[src/rtl/pmac_pkg.sv]
package pmac_pkg;

   localparam int MODE_W   = 16;
   localparam int CODE_W   = 3;
   localparam int PAGE_W   = 4;
   localparam int CUSTOM_C = 7;

   // decoded mode word: positions are decoded here only
   typedef struct packed {
      logic              dec;
      logic              bmp;
      logic [CODE_W-1:0] code;
      logic              ovw;
      logic              bus;
      logic [PAGE_W-1:0] page;
   } mode_t;

   function automatic mode_t mode_decode(input logic [MODE_W-1:0] w);
      mode_t m;
      m.dec  = w[15];
      m.bmp  = w[14];
      m.code = w[13:11];
      m.ovw  = w[10];
      m.bus  = w[4];
      m.page = w[3:0];
      return m;
   endfunction

   typedef enum logic {
      SIDE_RD = 1'b0,
      SIDE_WR = 1'b1
   } side_e;

endpackage

[src/rtl/pmac_stepper.sv]
module pmac_stepper
   import pmac_pkg::*;
#(
   parameter int AW        = 16,
   parameter int PAIR_SKIP = 31
) (
   input  logic [AW-1:0] cur_addr,
   input  mode_t         mode,
   input  logic [AW-1:0] custom,
   output logic [AW-1:0] nxt_addr
);
   localparam logic [AW-1:0] ONE  = {{(AW-1){1'b0}}, 1'b1};
   localparam logic [AW-1:0] SKIP = AW'(PAIR_SKIP);

   logic [AW-1:0] disp;

   always_comb begin
      if (mode.code == '0)
         disp = '0;
      else if (mode.code == CODE_W'(CUSTOM_C))
         disp = custom;
      else
         disp = ONE << (mode.code - CODE_W'(1));
   end

   always_comb begin
      if (mode.bmp)
         nxt_addr = cur_addr + (cur_addr[0] ? SKIP : ONE);
      else if (mode.dec)
         nxt_addr = cur_addr - disp;
      else
         nxt_addr = cur_addr + disp;
   end

endmodule

[src/rtl/pmac_ctl.sv]
module pmac_ctl
   import pmac_pkg::*;
#(
   parameter int AW = 16
) (
   input  logic          clk,
   input  logic          rst_n,
   input  logic          ctl_wr,
   input  logic [AW-1:0] ctl_wdata,
   input  logic          acc_any,
   input  side_e         acc_side,
   output logic          pend,
   output logic [AW-1:0] pend_addr,
   output mode_t         pend_mode,
   output logic          cust_wr,
   output side_e         cust_side
);
   logic  phase_q;   // 0: next write is address, 1: next is mode
   logic  cwait_q;
   side_e cside_q;
   logic  ctl_eff;
   logic  bind_fire;

   assign ctl_eff   = ctl_wr && !acc_any;
   assign bind_fire = pend && acc_any;
   assign cust_wr   = ctl_eff && cwait_q;
   assign cust_side = cside_q;

   always_ff @(posedge clk) begin
      if (!rst_n) begin
         phase_q   <= 1'b0;
         pend      <= 1'b0;
         cwait_q   <= 1'b0;
         cside_q   <= SIDE_RD;
         pend_addr <= '0;
         pend_mode <= '0;
      end else begin
         if (bind_fire) begin
            pend <= 1'b0;
            if (pend_mode.code == CODE_W'(CUSTOM_C)) begin
               cwait_q <= 1'b1;
               cside_q <= acc_side;
            end
         end
         if (ctl_eff) begin
            if (cwait_q) begin
               cwait_q <= 1'b0;
            end else if (!phase_q) begin
               pend_addr <= ctl_wdata;
               phase_q   <= 1'b1;
               pend      <= 1'b0;
            end else begin
               pend_mode <= mode_decode(ctl_wdata[MODE_W-1:0]);
               phase_q   <= 1'b0;
               pend      <= 1'b1;
            end
         end
      end
   end

   a_r2_mode_makes_pending: assert property (@(posedge clk) disable iff (!rst_n)
      (ctl_eff && !cwait_q && phase_q) |=> pend);

   a_r2_addr_then_mode: assert property (@(posedge clk) disable iff (!rst_n)
      (ctl_eff && !cwait_q && !phase_q) |=> (phase_q && !pend));

   a_r5_wait_after_custom_bind: assert property (@(posedge clk) disable iff (!rst_n)
      (bind_fire && pend_mode.code == CODE_W'(CUSTOM_C)) |=> cwait_q);

endmodule

[src/rtl/pmac_desc.sv]
module pmac_desc
   import pmac_pkg::*;
#(
   parameter int AW = 16
) (
   input  logic          clk,
   input  logic          rst_n,
   input  logic          bind_in,
   input  logic          acc,
   input  logic [AW-1:0] pend_addr,
   input  mode_t         pend_mode,
   input  logic          cust_wr,
   input  logic [AW-1:0] cust_val,
   output logic          valid,
   output logic          served,
   output logic [AW-1:0] eff_addr,
   output mode_t         eff_mode,
   output logic [AW-1:0] nxt_addr
);
   logic [AW-1:0] addr_q;
   mode_t         mode_q;
   logic [AW-1:0] cust_q;
   logic [AW-1:0] eff_cust;

   assign served   = bind_in || (acc && valid);
   assign eff_addr = bind_in ? pend_addr : addr_q;
   assign eff_mode = bind_in ? pend_mode : mode_q;
   assign eff_cust = bind_in ? '0 : cust_q;

   pmac_stepper #(.AW(AW)) u_step (
      .cur_addr (eff_addr),
      .mode     (eff_mode),
      .custom   (eff_cust),
      .nxt_addr (nxt_addr)
   );

   always_ff @(posedge clk) begin
      if (!rst_n) begin
         valid  <= 1'b0;
         addr_q <= '0;
         mode_q <= '0;
         cust_q <= '0;
      end else begin
         if (bind_in) begin
            valid  <= 1'b1;
            mode_q <= pend_mode;
            cust_q <= '0;
         end else if (cust_wr) begin
            cust_q <= cust_val;
         end
         if (served)
            addr_q <= nxt_addr;
      end
   end

   a_r10_idle_keeps_addr: assert property (@(posedge clk) disable iff (!rst_n)
      !served |=> $stable(addr_q));

   a_r7_bitmap_even_step: assert property (@(posedge clk) disable iff (!rst_n)
      (acc && valid && !bind_in && mode_q.bmp && !addr_q[0])
      |=> (addr_q == $past(addr_q) + {{(AW-1){1'b0}}, 1'b1}));

endmodule

[src/rtl/pmac_channel.sv]
module pmac_channel
   import pmac_pkg::*;
#(
   parameter int AW    = 16,
   parameter int DW    = 16,
   parameter int NIB_W = 4,
   localparam int NIBS = DW / NIB_W,
   localparam int PW   = PAGE_W
) (
   input  logic            clk,
   input  logic            rst_n,
   input  logic            ctl_wr,
   input  logic [AW-1:0]   ctl_wdata,
   output logic [AW-1:0]   ctl_rdata,
   input  logic            dat_rd,
   input  logic            dat_wr,
   input  logic [DW-1:0]   dat_wdata,
   output logic [DW-1:0]   dat_rdata,
   output logic            mem_req,
   output logic            mem_we,
   output logic            mem_bus,
   output logic [PW-1:0]   mem_page,
   output logic [AW-1:0]   mem_addr,
   output logic [DW-1:0]   mem_wdata,
   output logic [NIBS-1:0] mem_nib_we,
   input  logic [DW-1:0]   mem_rdata
);
   if (AW < MODE_W) begin : g_chk_aw
      $error("AW must hold a full mode word");
   end
   if (DW % NIB_W != 0) begin : g_chk_nib
      $error("DW must be a multiple of NIB_W");
   end

   logic          acc_any;
   side_e         acc_side;
   logic [1:0]    side_acc;
   logic          pend;
   logic [AW-1:0] pend_addr;
   mode_t         pend_mode;
   logic          cust_wr;
   side_e         cust_side;
   logic [1:0]    valid;
   logic [1:0]    served;
   logic [AW-1:0] eff_addr [2];
   mode_t         eff_mode [2];
   logic [AW-1:0] nxt_addr [2];
   logic [NIBS-1:0] nz_mask;
   logic [AW-1:0] last_q;
   mode_t         use_mode;

   // write wins over read on a dual strobe
   assign acc_any     = dat_rd || dat_wr;
   assign acc_side    = dat_wr ? SIDE_WR : SIDE_RD;
   assign side_acc[0] = dat_rd && !dat_wr;
   assign side_acc[1] = dat_wr;

   pmac_ctl #(.AW(AW)) u_ctl (
      .clk       (clk),
      .rst_n     (rst_n),
      .ctl_wr    (ctl_wr),
      .ctl_wdata (ctl_wdata),
      .acc_any   (acc_any),
      .acc_side  (acc_side),
      .pend      (pend),
      .pend_addr (pend_addr),
      .pend_mode (pend_mode),
      .cust_wr   (cust_wr),
      .cust_side (cust_side)
   );

   for (genvar s = 0; s < 2; s++) begin : g_side
      pmac_desc #(.AW(AW)) u_desc (
         .clk       (clk),
         .rst_n     (rst_n),
         .bind_in   (pend && side_acc[s]),
         .acc       (side_acc[s]),
         .pend_addr (pend_addr),
         .pend_mode (pend_mode),
         .cust_wr   (cust_wr && (cust_side == side_e'(s))),
         .cust_val  (ctl_wdata),
         .valid     (valid[s]),
         .served    (served[s]),
         .eff_addr  (eff_addr[s]),
         .eff_mode  (eff_mode[s]),
         .nxt_addr  (nxt_addr[s])
      );
   end

   for (genvar n = 0; n < NIBS; n++) begin : g_nib
      assign nz_mask[n] = |dat_wdata[n*NIB_W +: NIB_W];
   end

   assign use_mode  = eff_mode[acc_side];
   assign mem_req   = |served;
   assign mem_we    = served[SIDE_WR];
   assign mem_addr  = eff_addr[acc_side];
   assign mem_bus   = use_mode.bus;
   assign mem_page  = use_mode.page;
   assign mem_wdata = dat_wdata;
   assign dat_rdata = mem_rdata;

   always_comb begin
      if (!served[SIDE_WR])
         mem_nib_we = '0;
      else if (use_mode.ovw)
         mem_nib_we = nz_mask;
      else
         mem_nib_we = '1;
   end

   always_ff @(posedge clk) begin
      if (!rst_n)
         last_q <= '0;
      else if (mem_req)
         last_q <= nxt_addr[acc_side];
   end
   assign ctl_rdata = last_q;

   a_r10_req_needs_strobe: assert property (@(posedge clk) disable iff (!rst_n)
      mem_req |-> (dat_rd || dat_wr));

   a_r6_read_no_nibble: assert property (@(posedge clk) disable iff (!rst_n)
      (mem_req && !mem_we) |-> (mem_nib_we == '0));

   a_r11_dual_is_write: assert property (@(posedge clk) disable iff (!rst_n)
      (mem_req && dat_rd && dat_wr) |-> mem_we);

   a_r8_idle_keeps_readback: assert property (@(posedge clk) disable iff (!rst_n)
      !mem_req |=> $stable(ctl_rdata));

   a_r3_one_side_served: assert property (@(posedge clk) disable iff (!rst_n)
      $countones(served) <= 1);

endmodule

[config.mk]
export PLATFORM = sky130hd
export DESIGN_NAME = pmac_channel
export DESIGN_NICKNAME = d
export VERILOG_FILES = /design/src/rtl/pmac_pkg.sv /design/src/rtl/pmac_stepper.sv /design/src/rtl/pmac_ctl.sv /design/src/rtl/pmac_desc.sv /design/src/rtl/pmac_channel.sv
export SDC_FILE = /design/constraint.sdc
export NUM_CORES = 1
export LEC_CHECK = 0
export ABC_AREA = 1
export BUFFER_PORTS_ARGS = -buffer_cell sky130_fd_sc_hd__clkbuf_2
export CORE_UTILIZATION = 59
export DETAILED_ROUTE_END_ITERATION = 10
export PLACE_DENSITY = 0.82
export SLEW_MARGIN = 20
export SYNTH_ARGS = -nofsm -noshare
export SYNTH_HDL_FRONTEND = slang
export SYNTH_SLANG_ARGS = --single-unit
[constraint.sdc]
create_clock -name clk -period 5.6 [get_ports clk]
set_input_delay 0.56 -clock clk [delete_from_list [all_inputs] [get_ports clk]]
set_output_delay 0.56 -clock clk [all_outputs]
set_load 0.01 [all_outputs]
Word level (Yosys, flattened, before mapping)
Cells that the tools add are included.

Register bits after elaboration: 135. Bits of input ports: 53. Output and inout port bits: 75. Word-level logic and storage cells: 114.

$add $sub $neg: 8. Order comparisons: 1. Equality and inequality tests: 3. Shift operators: 2. Mux-type cells: 37. Bitwise logic cells: 5. Reductions and logical operators: 28.

Operators by type and width (count): $mux 16 (18); $add 16x16->16 (2); $add 16x5->16 (2); $shl 1x3->16 const A (2); $sub 16x16->16 (2); $mux 11 (2); $mux 6 (3); $reduce_or 4->1 (4); $logic_and 1x1->1 (10); $mux 1 (10); $mux 5 (2); $eq 3x3->1 const B (3); $mux 4 (2); $logic_not 3->1 (2); $reduce_and 3->1 (2); $reduce_or 2->1 (3); $sub 3x1->3 const B (2); $not 1->1 (4); $reduce_and 2->1 (2); $logic_or 1x1->1 (3); $ge 2x2->1 const B (1); $logic_not 1->1 (2); $not 1->2 (1).

Depth between registers and ports, before layout
Gate-level depths: netlist (run 1).

Depth after elaboration: 14. Mapped depth: 36. Gate-level depth less buffers: 36.

Hierarchy
From an unflattened synthesis (run 1), not the netlist that was laid out.

Cell total of the unflattened synthesis: 1719. Area, all modules: 10580.1 um2.

By module, submodules not included: pmac_desc (times used 2, cells an instance 309, area each 2099.5 um2, sequential area each 880.8 um2); pmac_stepper at g_side[1].u_desc.u_step (times used 1, cells an instance 333, area each 1788.0 um2, sequential area each 0.0 um2); pmac_stepper at g_side[0].u_desc.u_step (times used 1, cells an instance 311, area each 1783.0 um2, sequential area each 0.0 um2); pmac_channel (times used 1, cells an instance 291, area each 1501.4 um2, sequential area each 320.3 um2); pmac_ctl (times used 1, cells an instance 166, area each 1308.8 um2, sequential area each 620.6 um2).

Worst setup path before layout (run 1)
No wires, ideal clock.

Path kind: input to register. Start: input dat_rd. End: register last_q[15], in the netlist ctl_rdata[15]. Setup time: 0.067 ns. Arrival: 4.357 ns. Data required time: 5.533 ns. Setup slack: 1.176 ns. Stages: 32. Path buffers: 1. Cell sequence: buf_2 > nand4_1 > nand2_4 > nand3_2 > nand2_1 > nand2_1 > ha_1 > nand2_1 > nand2_1 > inv_1 > ha_1 > nand3_1 > nor4_2 > nand2_1 > nor2_2 > nand2_1 > clkinv_1 > nand4_1 > o21ai_0 > a21oi_1 > ha_1 > inv_1 > nor3_1 > a21oi_1 > nand2_1 > xor2_1 > inv_1 > nand4_1 > nand2_1 > nand2_1 > nand3_1 > a21oi_2.

Longest elaborated chain between the ends: 13. Elaborated cells on any way between the ends: 23.

RTL lines: from (decl) (RTL line pmac_channel.sv:15) `input logic dat_rd,`; $logic_and 1x1->1 (*) (RTL line pmac_channel.sv:55) `assign side_acc[0] = dat_rd && !dat_wr;`; $logic_and 1x1->1 (RTL line pmac_channel.sv:76) `.bind_in (pend && side_acc[s]),`; $mux 11; $sub 3x1->3 (RTL line pmac_stepper.sv:23) `disp = ONE << (mode.code - CODE_W'(1));`; $shl 1x3->16 (RTL line pmac_stepper.sv:23); $mux 16 (RTL line pmac_stepper.sv:20) `else if (mode.code == CODE_W'(CUSTOM_C))`; $mux 16 (RTL line pmac_stepper.sv:18) `if (mode.code == '0)`; $add 16x16->16 or $sub 16x16->16 (tied branches) (RTL line pmac_stepper.sv:32, pmac_stepper.sv:30); $mux 16 (RTL line pmac_stepper.sv:29) `else if (mode.dec)`; $mux 16 (RTL line pmac_stepper.sv:27) `if (mode.bmp)`; $mux 16 (not written as such) (3 in series) (RTL line pmac_channel.sv:116) `last_q <= nxt_addr[acc_side];`; to (signal assigned) (RTL line pmac_channel.sv:116); to (decl) (RTL line pmac_channel.sv:49) `logic [AW-1:0] last_q;`.

Every way passes the cells marked *; elsewhere a longest branch is shown, timed or not. The select of a mux whose other input is x is not followed. A chain may end at the register's enable or synchronous reset.

Final worst setup path (run 1)
Start: register u_ctl.pend. End: register last_q[15], in the netlist ctl_rdata[15].

Longest elaborated chain between the ends: 12. Elaborated cells on any way between the ends: 38.

RTL lines: from (decl) (RTL line pmac_ctl.sv:12) `output logic pend,`; from (signal assigned) (RTL line pmac_ctl.sv:32) `pend <= 1'b0;`; from (signal assigned) (RTL line pmac_ctl.sv:39) `pend <= 1'b0;`; from (signal assigned) (RTL line pmac_ctl.sv:51) `pend <= 1'b0;`; $logic_and 1x1->1 (RTL line pmac_channel.sv:76); $mux 11; $sub 3x1->3 (RTL line pmac_stepper.sv:23); $shl 1x3->16 (RTL line pmac_stepper.sv:23); $mux 16 (RTL line pmac_stepper.sv:20); $mux 16 (RTL line pmac_stepper.sv:18); $add 16x16->16 or $sub 16x16->16 (tied branches) (RTL line pmac_stepper.sv:32, pmac_stepper.sv:30); $mux 16 (RTL line pmac_stepper.sv:29); $mux 16 (RTL line pmac_stepper.sv:27); $mux 16 (not written as such) (3 in series) (RTL line pmac_channel.sv:116).

Parallel ways exist; a longest one is shown, timed or not. The select of a mux whose other input is x is not followed.

==> results of run 1 <==
==> sequential cells by signal, summed over array words and instances (netlist names) <==
| register | cells |
|---|---|
| g_side.u_desc.addr_q | 32 |
| g_side.u_desc.cust_q | 32 |
| g_side.u_desc.mode_q | 22 |
| ctl_rdata | 16 |
| u_ctl.pend_addr | 16 |
| u_ctl.pend_mode | 11 |
| g_side.u_desc.valid | 2 |
| u_ctl.cust_side | 1 |
| u_ctl.cwait_q | 1 |
| u_ctl.pend | 1 |
| u_ctl.phase_q | 1 |
==> per-stage QoR <==
| step | utilization | hold slack (ns) | instances | total power, mW |
|---|---|---|---|---|
| finish | 0.667 | 0.462 | 1767 | 2.32 |
| global route | 0.667 | 0.471 | 1767 | 2.37 |
| CTS | 0.666 | 0.460 | 1767 | 2.31 |
| detailed placement | 0.628 | 0.450 | 1735 | 1.16 |
| global placement | 0.628 | 0.446 | 1735 | 1.16 |
| floorplan | - | 0.436 | 1506 | 1.12 |
==> path summary, 6_finish.rpt <==
kind         depth (start not counted)                    from                      to
max                                 32              u_ctl.pend           ctl_rdata[15]
min                                  2  g_side[0].u_desc.valid  g_side[0].u_desc.valid
max reg2reg                         32              u_ctl.pend           ctl_rdata[15]
min reg2reg                          2  g_side[0].u_desc.valid  g_side[0].u_desc.valid
==> worst reg2reg max path: cells and delay by family, from the launching register on <==
kind	cells	cell delay, ns
AO/OA/AOI/OAI	4	0.50
XOR/XNOR	1	0.19
adder cells (fa/ha/maj)	3	0.74
buffers and inverters	5	0.47
flip-flops	1	0.37
AND/OR/NAND/NOR	19	2.64
==> cell usage after synthesis (all sizes together) <==
cell / instances / share of area
xnor2: 6 / 0.0055
nand2: 353 / 0.15
clkinv: 2 / 0.00078
fa: 2 / 0.0042
o21ai: 164 / 0.087
o22ai: 1 / 0.00065
nor4: 2 / 0.0035
nand4: 14 / 0.0091
nand3: 97 / 0.056
a21boi: 1 / 0.00078
or4: 4 / 0.0031
or2: 18 / 0.012
nor2: 159 / 0.069
o211ai: 12 / 0.0094
nor3: 14 / 0.0078
a31oi: 4 / 0.0026
a21oi: 108 / 0.057
o31ai: 2 / 0.0016
o21a: 2 / 0.0016
buf: 48 / 0.035
inv: 195 / 0.077
xor2: 32 / 0.029
mux2i: 6 / 0.0062
a211oi: 15 / 0.012
clkbuf: 50 / 0.019
a21o: 2 / 0.0016
o21bai: 15 / 0.012
dfxtp: 135 / 0.28
ha: 34 / 0.044
nand3b: 9 / 0.0070
==> final cells by class <==
| class | count | area (sq um) |
|---|---|---|
| clock buffers | 18 | 439 |
| clock inverters | 14 | 173 |
| fillers | 1435 | 5300 |
| inverters | 197 | 744 |
| multi-input cells | 1076 | 5660 |
| flip-flops and latches | 135 | 2700 |
| well taps | 216 | 270 |
| repair buffers | 111 | 596 |
==> power breakdown <==
part | internal [mW] | switching [mW]
logic | 0.0512 | 0.122
registers | 0.971 | 0.00541
clock network | 0.716 | 0.454
total | 1.74 | 0.581
==> kinds of logic (layout without fill, tap and decap cells) <==
family,after synthesis,after routing
compound gates,326,326
mux,6,6
buf+inv,295,340
fa+ha+maj,36,36
flops,135,135
simple gates,670,670
xor+xnor,38,38
==> cells in the final DEF (no fill, tap or decap), types with 14 or more instances in the layout <==
| cell | netlist | final |
|---|---|---|
| dfxtp_1 | 135 | 135 |
| ha_1 | 34 | 34 |
| nor2_1 | 142 | 142 |
| clkbuf_2 | 0 | 95 |
| nand2_1 | 332 | 332 |
| nand2_2 | 16 | 16 |
| o21ai_0 | 154 | 154 |
| nand3_1 | 87 | 87 |
| nand4_1 | 14 | 14 |
| o21bai_1 | 15 | 15 |
| xor2_1 | 32 | 32 |
| a211oi_1 | 15 | 15 |
| or2_2 | 18 | 18 |
| inv_1 | 183 | 183 |
| a21oi_1 | 107 | 106 |
| buf_4 | 34 | 16 |
| clkbuf_16 | 0 | 17 |
==> metal layers <==
layer / up-vias / wire length, um / GRT usage
met1: 4473 / 11800 / 0.457
met3: 92 / 2430 / 0.0463
met5: - / 0 / 0
met4: 0 / 1240 / 0.178
met2: 512 / 12300 / 0.524
li1: 4909 / - / -
==> impl_metrics.yaml, run 1 <==
layout:
  design_area_sq_mm: 0.0106
  num_antenna_cells: 0
  syn_to_final_growth_pct: 9.91
  nets: 1627
  drive_gt1_frac: 0.148
synth:
  synth_mux_area_frac: 0.00623
  netlist_instances: 1506
  synthAdderAreaFrac: 0.0483
  syn_nets: 1595
  yosys_register_bits: 135
  ys_seq_area_frac: 0.281
  synth_warnings: 0
  netlist-cell-type-count: 48
  synth_simple_gate_area_share: 0.314
  syn_avg_cell_area_sq_um: 6.40
  synth.cell_area_sq_mm: 0.00963
  synth_compound_gate_area_share: 0.185
  synth_top_family_by_area: "simple AND/OR/NAND/NOR gates"
  synthXorXnorAreaFrac: 0.0345
placed_design:
  place_ws_ns: 0.362
  place_congestion: 0.934
  placed_area_sq_mm: 0.00997
  hpwl_um: 20700
  port_buffers: 95
timing:
  rsz0062_at_grt: "false"
  worstMarginPinSlew_ns: 0.971
  setup_violations: 0
  finalSetupTns_ns: 0
  max_freq_ghz: 0.200
  maxSlewHeadroom: 0.346
  fin_ws_ns: 0.612
  skew_ns: 0.00874
  period_share: 0.891
  final_max_slew_viol_count: 0
  layout_min_cycle_time_ns: 4.99
  final_hold_viol_count: 0
global_route:
  grt_usage: 0.338
  antenna_found_initial: 0
  grt_pass1_wl_um: 44200
  grt_pass1_vias: 8906
  grt_max_degree: 65
  overflow: 0
floorplan:
  die_area_sq_mm: 0.0168
  core_sq_mm: 0.0159
  io_pins: 128
  start_util: 0.606
  rows: 46
  fp.dieW_um: 130
  die_y_um: 130
drt:
  drtAntennaViolNets: 0
  drc: 0
  wl_um: 27800
  wl_per_cell_um: 15.7
  drt_iter0_markers: 1099
  vias: 9986
  drt_first_pass_iters: 6
  routed_via_density: 5.65
clocking:
  clockBufferDepth: 2
  clk_pin_slew_worst_paths_ns: 0.06
  clock_sinks: 135
  cts_buffers: 17
  cts_setup_buffers: 0
  ctsResizeCount: 0
  clkLatencyLatePin_ns: 0.43
  htreeDepth: 4
  ctsHoldBuffers: 0
  cts-root-buf: "clkbuf_16"
  cts_tree: "done"
setup_path:
  cp_max_fo: 10
  startpoint_type: "flop"
  crit_slowest_cell: "dfxtp_1"
  crit_family: "simple AND/OR/NAND/NOR gates"
  max_stage_delay_ns: 0.37
  critPathArrivalTime_ns: 5.35
  cp-end-kind: "flop"
  ff2ff_setup_slack_ns: 0.61
  crit_top_cell: "nand2_1"
  critical_path_class: "reg2reg"
  critical_path_buf_inv_count: 5
  critPathRequiredTime_ns: 5.96
power_and_ir_drop:
  leakagePower_nw: 5.65
  peakVddDrop_v: 0.000267
  p_per_area_mw_per_mm2: 219
status:
  outcome: "completed"
worst_hold_path:
  worstHoldPathType: "reg2reg"
run:
  cap_violations: 0
No activity file was read; power rests on OpenSTA's default activity.
==> inputs of run 2 (changes only) <==
Settings changed: PLACE_DENSITY 0.82 to 0.87.
==> run 2 against run 1 <==
Against the previous run:
- fmax decreased by 1.8%
- largest power group unchanged
- critical path type unchanged
- largest cell class unchanged
- critical endpoint unchanged
- clock-buffer cell count is the same
- utilization about the same
- combinational power hardly changed
- sequential power hardly changed
==> impl_metrics.yaml, run 2 (synthesized netlist as in run 1, its figures left out) <==
setup_path:
  critPathRequiredTime_ns: 5.95
  startpoint_type: "flop"
  ff2ff_path_depth: 32
  critPathArrivalTime_ns: 5.43
  max_stage_delay_ns: 0.37
  cp-end-kind: "flop"
  crit_slowest_cell: "dfxtp_1"
  critical_path_class: "reg2reg"
  cp_max_fo: 10
  crit_top_cell: "nand2_1"
layout:
  final_cell_mix: "332 x nand2_1, 183 x inv_1, 154 x o21ai_0, 142 x nor2_1, 135 x dfxtp_1"
  syn_to_final_growth_pct: 9.86
  seq_area_sq_mm: 0.00270
  num_antenna_cells: 0
  final_common_cell: "nand2_1"
  multi_input_area_sq_mm: 0.00566
  design_area_sq_mm: 0.0106
  nets: 1628
  final_util: 0.666
  drive_gt1_frac: 0.148
  fillers: 1361
  reg_top3: "g_side.u_desc.addr_q: 32 flops, g_side.u_desc.cust_q: 32 flops, g_side.u_desc.mode_q: 22 flops"
clocking:
  clk_pin_slew_worst_paths_ns: 0.06
  ctsResizeCount: 0
  cts_setup_buffers: 0
  cts-root-buf: "clkbuf_16"
  cts_buffers: 17
  clkLatencyLatePin_ns: 0.42
  clockBufferDepth: 2
  cts_tree: "done"
  ctsHoldBuffers: 0
  htreeDepth: 4
  clock_sinks: 135
timing:
  period_share: 0.907
  fin_ws_ns: 0.519
  maxSlewHeadroom: 0.362
  final_max_slew_viol_count: 0
  layout_min_cycle_time_ns: 5.08
  skew_ns: 0.0110
  max_freq_ghz: 0.197
  setup_violations: 0
  rsz0062_at_grt: "false"
  finalSetupTns_ns: 0
  final_hold_viol_count: 0
  worstMarginPinSlew_ns: 0.956
drt:
  drt_iter0_markers: 1113
  drtAntennaViolNets: 0
  wl_um: 27900
  drt_first_pass_iters: 6
  routed_via_density: 5.69
  drc: 0
  vias: 10100
  wl_per_cell_um: 15.8
placed_design:
  port_buffers: 95
  place_ws_ns: 0.254
  placed_area_sq_mm: 0.00998
  place_congestion: 0.943
  hpwl_um: 20600
power_and_ir_drop:
  leakagePower_nw: 5.64
  total_power_mw: 2.28
  peakVddDrop_v: 0.000203
  p_per_area_mw_per_mm2: 215
global_route:
  overflow: 0
  grt_max_degree: 65
  grt_pass1_vias: 8963
  antenna_found_initial: 0
  grt_pass1_wl_um: 44300
  grt_usage: 0.338
worst_hold_path:
  worstHoldPathType: "reg2reg"
  hold_depth: 2
floorplan:
  core_sq_mm: 0.0159
  die_area_sq_mm: 0.0168
  start_util: 0.606
  fp.dieW_um: 130
  die_y_um: 130
  rows: 46
  io_pins: 128
status:
  outcome: "completed"
run:
  cap_violations: 0
[run 2: cell count changes in the layout (fill, tap and decap cells not counted), sizes merged]
cell      delta
buf          +1
bufinv       -1
clkinv       -3
clkinvlp     +2
inv          +2
[run 2: per-layer routing]
layer  routed length [um]  up-vias  part of all wire  track usage
li1                     -     4901                 -            -
met1                11700     4511              0.42        0.438
met2                12000      519              0.43        0.526
met3                 2710      123             0.097       0.0754
met4                 1490        0             0.053        0.180
met5                    0        -                 0            0
[run 2: metrics by stage]
stage / hold WS (ns) / instances
CTS: 0.451 / 1768
finish: 0.459 / 1768
global route: 0.463 / 1768
detailed placement: 0.451 / 1736
global placement: 0.444 / 1736
floorplan: 0.436 / 1506
[run 2: worst max-delay path: cells and delay by family (launching register included)]
family          cells  cell delay, ns
compound gates      4            0.50
xor+xnor            1            0.19
fa+ha+maj           3            0.74
buf+inv             5            0.46
flops               1            0.37
simple gates       19            2.74
[run 2: report_power, final]
group	switching (mW)	internal, mW
combinational	0.120	0.0511
clock	0.455	0.676
sequential	0.00554	0.971
[run 2: path summary, 6_finish.rpt]
path / startpoint / endpoint / slack (ns)
setup / recovery: u_ctl.pend / ctl_rdata[15] / 0.52
hold / removal: g_side[1].u_desc.addr_q[0] / g_side[1].u_desc.addr_q[0] / 0.46
setup reg to reg: u_ctl.pend / ctl_rdata[15] / 0.52
hold reg to reg: g_side[1].u_desc.addr_q[0] / g_side[1].u_desc.addr_q[0] / 0.46
[run 2: layout make-up]
type	instances	share of cell area
Multi-Input combinational cell	1076	0.535
Sequential cell	135	0.255
Inverter	197	0.0703
Timing Repair Buffer	112	0.0570
Clock buffer	18	0.0415
Tap cell	216	0.0255
Clock inverter	14	0.0153
==> inputs of run 3 (changes only) <==
Settings changed: CORE_MARGIN set to 2.
==> run 3 against run 2 <==
Against the previous run:
- total power down 1.1%
- first-iteration DRC count down 12%
- fmax up 0.95%
- non-clock buffer count down 2
- routed wire length down 0.53%
- global-route usage down 1.8 points
- sequential share of layout area up 0.10 points
- hold slack worse by 0.0032 ns
- via count down 1.0%
- clock power about the same
- largest power group unchanged
==> impl_metrics.yaml, run 3 (synthesized netlist as in run 1, its figures left out) <==
status:
  outcome: "completed"
timing:
  fin_ws_ns: 0.567
  rsz0062_at_grt: "false"
  max_freq_ghz: 0.199
  period_share: 0.899
  maxSlewHeadroom: 0.355
  worstMarginPinSlew_ns: 0.957
  setup_violations: 0
  finalSetupTns_ns: 0
  holdWs_ns: 0.456
  final_hold_viol_count: 0
  skew_ns: 0.00667
  final_max_slew_viol_count: 0
  layout_min_cycle_time_ns: 5.03
placed_design:
  hpwl_um: 20400
  port_buffers: 95
  placed_area_sq_mm: 0.00997
  dpl.cell_count: 1734
  place_ws_ns: 0.165
  place_congestion: 0.953
global_route:
  grt_pass1_vias: 9191
  grt_usage: 0.320
  grt_pass1_wl_um: 45400
  antenna_found_initial: 0
  overflow: 0
  grt_max_degree: 65
power_and_ir_drop:
  seq_power_share: 0.433
  p_int_mw: 1.70
  total_power_mw: 2.25
  p_sw_frac: 0.245
  peakVddDrop_v: 0.000231
  p_comb_frac: 0.076
  switchingPower_uw: 553
  p_per_area_mw_per_mm2: 214
  clockPowerShare: 0.491
  leakagePower_nw: 5.62
clocking:
  cts-root-buf: "clkbuf_16"
  clkLatencyLatePin_ns: 0.43
  htreeDepth: 4
  cts_tree: "done"
  ctsResizeCount: 0
  clock_sinks: 135
  cts_setup_buffers: 0
  cts_buffers: 17
  clk_pin_slew_worst_paths_ns: 0.06
  clockBufferDepth: 2
  ctsHoldBuffers: 0
worst_hold_path:
  hold_path.startpoint: "ctl_wdata[10]"
  worstHoldPathType: "in2reg"
setup_path:
  r2r_start: "u_ctl.pend"
  startpoint_type: "flop"
  cp_max_fo: 14
  max_stage_delay_ns: 0.38
  critical_path_class: "reg2reg"
  cp-end-kind: "flop"
  crit_slowest_cell: "dfxtp_1"
  critPathRequiredTime_ns: 5.98
  crit_start: "u_ctl.pend"
  crit_top_cell: "nand2_1"
  critPathArrivalTime_ns: 5.41
floorplan:
  die_y_um: 132
  core_sq_mm: 0.0159
  io_pins: 128
  start_util: 0.604
  rows: 46
  die_area_sq_mm: 0.0174
  fp.dieW_um: 132
layout:
  design_area_sq_mm: 0.0105
  num_antenna_cells: 0
  reg_top3: "g_side.u_desc.addr_q: 32 flops, g_side.u_desc.cust_q: 32 flops, g_side.u_desc.mode_q: 22 flops"
  syn_to_final_growth_pct: 9.42
  fin_cells: 1763
  final_common_cell: "nand2_1"
  drive_gt1_frac: 0.145
  final_util: 0.661
  final_cell_mix: "332 x nand2_1, 183 x inv_1, 154 x o21ai_0, 142 x nor2_1, 135 x dfxtp_1"
  nets: 1626
drt:
  routed_via_density: 5.64
  drc: 0
  wl_um: 27700
  drt_iter0_markers: 980
  drt_first_pass_iters: 6
  wl_per_cell_um: 15.7
  vias: 9952
  drtAntennaViolNets: 0
run:
  cap_violations: 0
## run 3: cell count changes in the layout (fill, tap and decap cells not counted), sizes merged
| cell | delta |
|---|---|
| inv | -5 |
| buf | -2 |
| clkbuf | +2 |
## run 3: power groups by stage
stage | Combinational (mW) | Sequential (mW) | Clock [mW]
2_1_floorplan | 0.121 | 0.996 | 0
3_3_place_gp | 0.161 | 0.997 | 0
3_5_place_dp | 0.163 | 0.997 | 0
4_1_cts | 0.165 | 0.976 | 1.10
5_1_grt | 0.184 | 0.977 | 1.14
6_report | 0.171 | 0.976 | 1.11
## run 3: worst paths after layout
kind / end / slack (ns) / cells after the start
worst min register to register: g_side[1].u_desc.addr_q[0] / 0.46 / 2
worst min-delay path: g_side[0].u_desc.cust_q[10] / 0.46 / 3
worst max register to register: ctl_rdata[13] / 0.57 / 32
worst max-delay path: ctl_rdata[13] / 0.57 / 32
## run 3: final cells by class
| type | count | area [sq um] |
|---|---|---|
| Sequential cell | 135 | 2700 |
| Timing Repair Buffer | 110 | 592 |
| Fill cell | 1390 | 5400 |
| Multi-Input combinational cell | 1076 | 5660 |
| Clock inverter | 9 | 103 |
| Clock buffer | 20 | 467 |
| Tap cell | 216 | 270 |
| Inverter | 197 | 744 |
## run 3: metal layers
metal | routed length (um) | vias up | global-route usage
met4 | 1000 | 0 | 0.144
met5 | 0 | - | 0
met2 | 12500 | 478 | 0.513
met1 | 11800 | 4493 | 0.420
li1 | - | 4910 | -
met3 | 2470 | 71 | 0.0619
## run 3: critical path, delay by kind of cell, from the launching register on
family,cells,cell delay [ns]
compound gates,9,1.34
xor+xnor,2,0.52
fa+ha+maj,3,0.91
buf+inv,3,0.31
flops,1,0.38
simple gates,15,1.50
